[config.mk]
export PLATFORM = sky130hd
export DESIGN_NAME = sram_seq_ctrl
export DESIGN_NICKNAME = d
export VERILOG_FILES = /design/src/rtl/sram_seq_pkg.sv /design/src/rtl/sram_pwrup_timer.sv /design/src/rtl/sram_phase_seq.sv /design/src/rtl/sram_req_capture.sv /design/src/rtl/sram_seq_ctrl.sv
export SDC_FILE = /design/constraint.sdc
export NUM_CORES = 1
export LEC_CHECK = 0
export ABC_AREA = 0
export BUFFER_PORTS_ARGS = -buffer_cell sky130_fd_sc_hd__buf_2
export CAP_MARGIN = 20
export CORE_MARGIN = 5
export CORE_UTILIZATION = 25
export DETAILED_ROUTE_END_ITERATION = 16
export PLACE_DENSITY = 0.57
export SYNTH_ARGS = -nofsm -noshare
export SYNTH_HDL_FRONTEND = slang
export SYNTH_SLANG_ARGS = --single-unit
export TNS_END_PERCENT = 1
[constraint.sdc]
create_clock -name clk -period 6.3 [get_ports clk]
set_input_delay 1.26 -clock clk [delete_from_list [all_inputs] [get_ports clk]]
set_output_delay 1.26 -clock clk [all_outputs]
set_load 0.005 [all_outputs]
[src/rtl/sram_seq_pkg.sv]
package sram_seq_pkg;

   // State code bits map straight onto pin functions:
   // [3] select active, [2] write enable active, [1] output enable active, [0] bus driven
   typedef enum logic [3:0] {
      ST_IDLE   = 4'b0000,
      ST_WSETUP = 4'b1000,
      ST_WPULSE = 4'b1101,
      ST_WHOLD  = 4'b1001,
      ST_RACC   = 4'b1010
   } seq_state_e;

   // Whole cycles covering a time in ps, never less than one
   function automatic int unsigned ps_to_cyc(input int unsigned t_ps,
                                             input int unsigned clk_ps);
      int unsigned c;
      c = (t_ps + clk_ps - 1) / clk_ps;
      return (c == 0) ? 1 : c;
   endfunction

   function automatic int unsigned max2(input int unsigned a, input int unsigned b);
      return (a > b) ? a : b;
   endfunction

endpackage

[src/rtl/sram_pwrup_timer.sv]
module sram_pwrup_timer #(
   parameter bit          ENABLE = 1'b1,
   parameter int unsigned CYCLES = 20000
) (
   input  logic clk,
   input  logic rst_n,
   output logic done
);
   localparam int unsigned CW = $clog2(CYCLES + 1);

   generate
      if (ENABLE) begin : g_wait
         logic [CW-1:0] cnt_q;
         always_ff @(posedge clk or negedge rst_n) begin
            if (!rst_n)                     cnt_q <= '0;
            else if (cnt_q != CW'(CYCLES))  cnt_q <= cnt_q + 1'b1;
         end
         assign done = (cnt_q == CW'(CYCLES));
      end else begin : g_nowait
         assign done = 1'b1;
      end
   endgenerate

endmodule

[src/rtl/sram_phase_seq.sv]
module sram_phase_seq
   import sram_seq_pkg::*;
#(
   parameter int unsigned WE_CYC   = 2,
   parameter int unsigned HOLD_CYC = 1,
   parameter int unsigned RD_CYC   = 2,
   parameter int unsigned CNT_W    = 2
) (
   input  logic       clk,
   input  logic       rst_n,
   input  logic       pwr_done,
   input  logic       req_valid,
   input  logic       req_write,
   output seq_state_e state,
   output logic       ready,
   output logic       accept,
   output logic       sample
);
   logic [CNT_W-1:0] cnt_q;
   logic             last;

   assign last   = (cnt_q == '0);
   assign ready  = (state == ST_IDLE) && pwr_done;
   assign accept = ready && req_valid;
   assign sample = (state == ST_RACC) && last;

   always_ff @(posedge clk or negedge rst_n) begin
      if (!rst_n) begin
         state <= ST_IDLE;
         cnt_q <= '0;
      end else begin
         unique case (state)
            ST_IDLE: begin
               if (accept) begin
                  state <= req_write ? ST_WSETUP : ST_RACC;
                  cnt_q <= req_write ? '0 : CNT_W'(RD_CYC - 1);
               end
            end
            ST_WSETUP: begin
               state <= ST_WPULSE;
               cnt_q <= CNT_W'(WE_CYC - 1);
            end
            ST_WPULSE: begin
               if (last) begin
                  state <= ST_WHOLD;
                  cnt_q <= CNT_W'(HOLD_CYC - 1);
               end else begin
                  cnt_q <= cnt_q - 1'b1;
               end
            end
            ST_WHOLD, ST_RACC: begin
               if (last) state <= ST_IDLE;
               else      cnt_q <= cnt_q - 1'b1;
            end
            default: state <= ST_IDLE;
         endcase
      end
   end

   // An accepted request always leaves idle on the next cycle
   assert_accept_starts_R6: assert property (@(posedge clk) disable iff (!rst_n)
      accept |=> (state != ST_IDLE));

endmodule

[src/rtl/sram_req_capture.sv]
module sram_req_capture #(
   parameter int unsigned ADDR_W = 13,
   parameter int unsigned DATA_W = 8
) (
   input  logic              clk,
   input  logic              rst_n,
   input  logic              accept,
   input  logic [ADDR_W-1:0] req_addr,
   input  logic [DATA_W-1:0] req_wdata,
   input  logic              sample,
   input  logic [DATA_W-1:0] mem_dq_in,
   output logic [ADDR_W-1:0] addr_q,
   output logic [DATA_W-1:0] wdata_q,
   output logic [DATA_W-1:0] rdata_q,
   output logic              rvalid_q
);
   always_ff @(posedge clk or negedge rst_n) begin
      if (!rst_n) begin
         addr_q  <= '0;
         wdata_q <= '0;
      end else if (accept) begin
         addr_q  <= req_addr;
         wdata_q <= req_wdata;
      end
   end

   always_ff @(posedge clk or negedge rst_n) begin
      if (!rst_n) begin
         rdata_q  <= '0;
         rvalid_q <= 1'b0;
      end else begin
         rvalid_q <= sample;
         if (sample) rdata_q <= mem_dq_in;
      end
   end

endmodule

[src/rtl/sram_seq_ctrl.sv]
module sram_seq_ctrl
   import sram_seq_pkg::*;
#(
   parameter int unsigned ADDR_W        = 13,
   parameter int unsigned DATA_W        = 8,
   parameter int unsigned CLK_PERIOD_PS = 5000,
   parameter int unsigned T_ACCESS_PS   = 10000,
   parameter int unsigned T_RCYCLE_PS   = 10000,
   parameter int unsigned T_WEPULSE_PS  = 7000,
   parameter int unsigned T_DSETUP_PS   = 6000,
   parameter int unsigned T_AWEND_PS    = 7000,
   parameter int unsigned T_DHOLD_PS    = 0,
   parameter bit          PWRUP_EN      = 1'b1,
   parameter int unsigned T_POWERUP_PS  = 100_000_000
) (
   input  logic              clk,
   input  logic              rst_n,
   input  logic              req_valid,
   input  logic              req_write,
   input  logic [ADDR_W-1:0] req_addr,
   input  logic [DATA_W-1:0] req_wdata,
   output logic              req_ready,
   output logic [DATA_W-1:0] rsp_rdata,
   output logic              rsp_valid,
   output logic [ADDR_W-1:0] mem_addr,
   output logic              mem_sel_n,
   output logic              mem_sel,
   output logic              mem_we_n,
   output logic              mem_oe_n,
   output logic [DATA_W-1:0] mem_dq_out,
   output logic              mem_dq_oe,
   input  logic [DATA_W-1:0] mem_dq_in
);
   localparam int unsigned WE_CYC   = max2(ps_to_cyc(T_WEPULSE_PS, CLK_PERIOD_PS),
                                      max2(ps_to_cyc(T_DSETUP_PS, CLK_PERIOD_PS),
                                           ps_to_cyc(T_AWEND_PS, CLK_PERIOD_PS)));
   localparam int unsigned HOLD_CYC = ps_to_cyc(T_DHOLD_PS, CLK_PERIOD_PS);
   localparam int unsigned RD_CYC   = max2(ps_to_cyc(T_ACCESS_PS, CLK_PERIOD_PS),
                                           ps_to_cyc(T_RCYCLE_PS, CLK_PERIOD_PS));
   localparam int unsigned PWR_CYC  = ps_to_cyc(T_POWERUP_PS, CLK_PERIOD_PS);
   localparam int unsigned MAX_CYC  = max2(WE_CYC, max2(HOLD_CYC, RD_CYC));
   localparam int unsigned CNT_W    = $clog2(MAX_CYC + 1);

   // Elaboration-time parameter checks
   if (ADDR_W < 1 || DATA_W < 1) begin : g_bad_width
      $error("sram_seq_ctrl: address and data widths must be nonzero");
   end
   if (CLK_PERIOD_PS == 0) begin : g_bad_clk
      $error("sram_seq_ctrl: clock period must be nonzero");
   end

   seq_state_e        state;
   logic              pwr_done;
   logic              accept;
   logic              sample;
   logic [ADDR_W-1:0] addr_q;
   logic [DATA_W-1:0] wdata_q;

   sram_pwrup_timer #(
      .ENABLE (PWRUP_EN),
      .CYCLES (PWR_CYC)
   ) u_pwrup (
      .clk   (clk),
      .rst_n (rst_n),
      .done  (pwr_done)
   );

   sram_phase_seq #(
      .WE_CYC   (WE_CYC),
      .HOLD_CYC (HOLD_CYC),
      .RD_CYC   (RD_CYC),
      .CNT_W    (CNT_W)
   ) u_seq (
      .clk       (clk),
      .rst_n     (rst_n),
      .pwr_done  (pwr_done),
      .req_valid (req_valid),
      .req_write (req_write),
      .state     (state),
      .ready     (req_ready),
      .accept    (accept),
      .sample    (sample)
   );

   sram_req_capture #(
      .ADDR_W (ADDR_W),
      .DATA_W (DATA_W)
   ) u_cap (
      .clk       (clk),
      .rst_n     (rst_n),
      .accept    (accept),
      .req_addr  (req_addr),
      .req_wdata (req_wdata),
      .sample    (sample),
      .mem_dq_in (mem_dq_in),
      .addr_q    (addr_q),
      .wdata_q   (wdata_q),
      .rdata_q   (rsp_rdata),
      .rvalid_q  (rsp_valid)
   );

   // Pins come straight from state flops: no decode glitches on strobes
   assign mem_sel    =  state[3];
   assign mem_sel_n  = ~state[3];
   assign mem_we_n   = ~state[2];
   assign mem_oe_n   = ~state[1];
   assign mem_dq_oe  =  state[0];
   assign mem_addr   =  addr_q;
   assign mem_dq_out =  wdata_q;

   assert_pwrup_block_R1: assert property (@(posedge clk) disable iff (!rst_n)
      !pwr_done |-> (mem_sel_n && !req_ready));

   assert_idle_deselect_R2: assert property (@(posedge clk) disable iff (!rst_n)
      req_ready |-> (mem_sel_n && !mem_sel && mem_we_n && mem_oe_n && !mem_dq_oe));

   assert_addr_stable_R3: assert property (@(posedge clk) disable iff (!rst_n)
      (mem_sel && $past(mem_sel)) |-> $stable(mem_addr));

   assert_data_at_write_end_R4: assert property (@(posedge clk) disable iff (!rst_n)
      $rose(mem_we_n) |-> (mem_dq_oe && mem_sel && $stable(mem_dq_out)));

   assert_drive_during_we_R4: assert property (@(posedge clk) disable iff (!rst_n)
      !mem_we_n |-> mem_dq_oe);

   assert_no_contention_R4: assert property (@(posedge clk) disable iff (!rst_n)
      mem_dq_oe |-> mem_oe_n);

   assert_read_we_high_R5: assert property (@(posedge clk) disable iff (!rst_n)
      !mem_oe_n |-> (mem_we_n && mem_sel));

   assert_rvalid_pulse_R5: assert property (@(posedge clk) disable iff (!rst_n)
      rsp_valid |=> !rsp_valid);

endmodule

==> results.md <==
* Status: complete, no violations
* Slew headroom at between 50% and 60%
* Main combinational cell family by area after synthesis: simple AND/OR/NAND/NOR gates
* Max-cap violations at 0
* Worst Setup Start Kind: register
* Largest net degree at the start of global routing at 52
* Initial antenna violation count at 0
* TritonCTS clock tree: yes
* Non-Filler Instances at 375
* Post-route minimum period at 2910 ps
* WP data required at 5040 ps
* Post-placement cell count at 367
* CTS sink count at 51
* Most frequent cells in the layout: buf_2 (68), dfrtp_1 (51), nand2_1 (34)
* Post-synthesis compound-gate area fraction at 2.47%
* Layout cells sized above 1 at between 30% and 40%
* Area contributors post-synth: dfrtp_1 (55%), mux2_4 (12%), nand2_1 (5.5%), xnor2_1 (3.8%), ha_1 (2.7%)
* Commonest non-fill, non-tap cell in the layout: buf_2
* CTS H-tree depth at 2
* Sequential-to-total area share from yosys stat at 54.9%
* Post-CTS setup buffers at 0
* Slowest-stage cell, CP: dfrtp_1
* Input/output buffers at 68
* Endpoints failing setup at 0
* Worst Setup End Kind: primary output
* Design area at approximately 2900 um2
* Core area at about 9200 um2
* Ys async rst share at 100%
* DR pass1 iterations at 4
* Setup TNS at 0 ps
* CTS root buffer: clkbuf_8
* Reg clk slew, reported paths at 90 ps
* Pins Over Slew Limit at 0
* Max Fclk at 0.343 GHz
* Gpl congestion at 0.769
* RR Endpoint: u_cap.addr_q[0]
* Vias at 1569
* DP Wirelength at 3420 um
* Vias in the first global route at ~1.6k
* Critical Path Stages at 6
* Nets at 301
* # hold bufs at CTS at 0
* Starting density of the core at roughly a quarter
* Slowest cell delay on critical path at 410 ps
* Post-synthesis register bit count at 51
* Area leader, netlist: dfrtp_1
* LEAKAGE at 1.49 nW
* Cells along the critical path: inv_1 > ha_1 > and4bb_2 > nand4_2 > nor2_1 > buf_2
* Worst-Margin Slew at between 600 and 700 ps
* Area Growth Syn to Fin at 22.8%
* Simple-gate share of the synthesized area at 14.7%
* Syn Inst Count at 193
* Via-per-instance ratio at between 4 and 5
* Die X at 106 um
* Syn_nets at 231
* CP max FO at 7
* PostCTS Resize Cnt at 0
* Post-synth EDFFs at 0
* Critical path startpoint: u_pwrup.g_wait.cnt_q[0]
* Unique cell type count in the Yosys netlist at 33
* Mapped cell area at about 2300 um2
* Final ANT Viol Nets at 0
* Setup WS pre-CTS at 3740 ps
* Pwr dens at between 200 and 250 nW/um2
* Antenna Cells at 0
* Synthesized-area fraction occupied by adder cells at 3.55%
* Iter 0 DRT Violations at 71
* Die Area at 11300 um2
* First-pass GRT wire length at 7850 um
* FF-to-FF Start: u_pwrup.g_wait.cnt_q[0]
* Fill cells at ~940
* CP bufs+invs at 2
* Crit path kind: register to primary output
* Syn. warnings at 0
* Mean Syn Cell Area at 12.1 um2
* Setup slack, reg-to-reg at 4140 ps
* Hold Path Class: register to register
* Die height at around 110 um
* Period utilization at between 40% and 50%
* Final Hold Vio Count at 0
* Grt total ovfl at 0
* Max clock buf depth at 2
* Remaining DRCs at 0
* Setup Skew at 6.01 ps
* Worst Setup EP: req_ready
* RSZ-0062 raised after global routing: no
* I/O pin total at 69
* XOR/XNOR Fraction of Synth Area at 5.27%
* Top FF cell, synth: dfrtp_1
* Wire per inst at between 10 and 15 um
* Max VDD drop at between 0.00007 and 0.00008 V
* WL final at between 4000 and 5000 um
* Setup WS post-layout at 3390 ps
* Placed instance area at approximately 2800 um2
* CP delay by family, top: simple AND/OR/NAND/NOR gates
* FF-to-FF path depth at 7
* Clock buffer count from CTS at 5
* Crit path DAT at 1650 ps
* All-layer global routing usage at under 10%
* Mux contribution to synthesized area at 14.5%
* Row cnt at 35
* Latest clock arrival within the worst-skew pair at 300 ps
* Post-synth top area share at 54.9%
## worst min-delay path by stage
stage	endpoint	from	cells past startpoint	slack (ps)
after floorplan	u_pwrup.g_wait.cnt_q[14]	u_pwrup.g_wait.cnt_q[14]	1	440
after global placement	u_cap.rdata_q[2]	u_cap.rdata_q[2]	2	460
after detailed placement	u_cap.rdata_q[7]	u_cap.rdata_q[7]	2	460
after CTS	u_cap.rdata_q[7]	u_cap.rdata_q[7]	2	480
after global routing	u_cap.rdata_q[7]	u_cap.rdata_q[7]	2	490
final	u_cap.rdata_q[7]	u_cap.rdata_q[7]	2	480
## cells in the mapped netlist, types with 2 or more instances
cell / instances
nor4b_2: 2
inv_1: 9
buf_12: 2
clkbuf_1: 2
a21oi_1: 2
dfrtp_1: 51
mux2_2: 2
nor3_1: 3
maj3_1: 2
ha_1: 5
nand3_1: 9
nand2_1: 34
nor2_1: 11
xor2_1: 4
buf_2: 2
nand4_1: 2
o21ai_0: 5
and3_1: 2
xnor2_1: 10
mux2_4: 19
mux2i_1: 3
## logic make-up after synthesis
kind of cell,after synthesis
AOI/OAI and AO/OA,10
xor gates and xnor gates,14
adders and majority gates,7
buffers and inverters,17
DFF,51
muxes,24
and+or+nand+nor,70
## worst reg2reg max path, stage by stage, from the launching register on
cell	delay, ps
dfrtp_1	410
inv_1	100
ha_1	170
and4bb_2	240
nand4_2	160
or3_1	350
buf_4	250
mux2_4	370
## through the flow
| step | hold slack [ps] | utilization (%) | power, mW |
|---|---|---|---|
| 3_3_place_gp | 457 | 30.1 | 0.380 |
| 6_report | 477 | 31.2 | 0.578 |
| 2_1_floorplan | 438 | - | 0.355 |
| 4_1_cts | 480 | 31.2 | 0.592 |
| 3_5_place_dp | 456 | 30.1 | 0.380 |
| 5_1_grt | 495 | 31.2 | 0.609 |
## per-layer routing
| metal | vias to the layer above | share of wire [%] | routed length, um | GRT usage, % |
|---|---|---|---|---|
| met5 | - | 0 | 0 | 0 |
| met4 | 0 | 0.36 | 17 | 2.47 |
| met3 | 4 | 6.5 | 311 | 2.85 |
| met2 | 46 | 46 | 2190 | 13.8 |
| met1 | 742 | 47 | 2250 | 11.0 |
| li1 | 777 | - | - | - |
## layout make-up
cell class	count	area (um2)	share of cell area (%)
flip-flops and latches	51	1280	44.7
clock inverters	1	7.51	0.263
repair buffers	70	355	12.4
clock buffers	7	96.3	3.37
multi-input cells	125	943	33.0
inverters	10	37.5	1.31
well taps	111	139	4.86
## power breakdown
group / internal, mW / leakage, nW / switching [mW]
Combinational: 0.0204 / 0.813 / 0.0152
Clock: 0.100 / 0.0505 / 0.106
Sequential: 0.334 / 0.623 / 0.00327
Total: 0.454 / 1.49 / 0.124
## state kept, by name (all words and copies together), names as in the netlist
name                  cells
u_pwrup.g_wait.cnt_q     15
u_cap.rdata_q             8
u_cap.addr_q             13
u_cap.rvalid_q            1
u_cap.wdata_q             8
u_seq.state               4
u_seq.cnt_q               2
No activity file was read; power rests on OpenSTA's default activity.
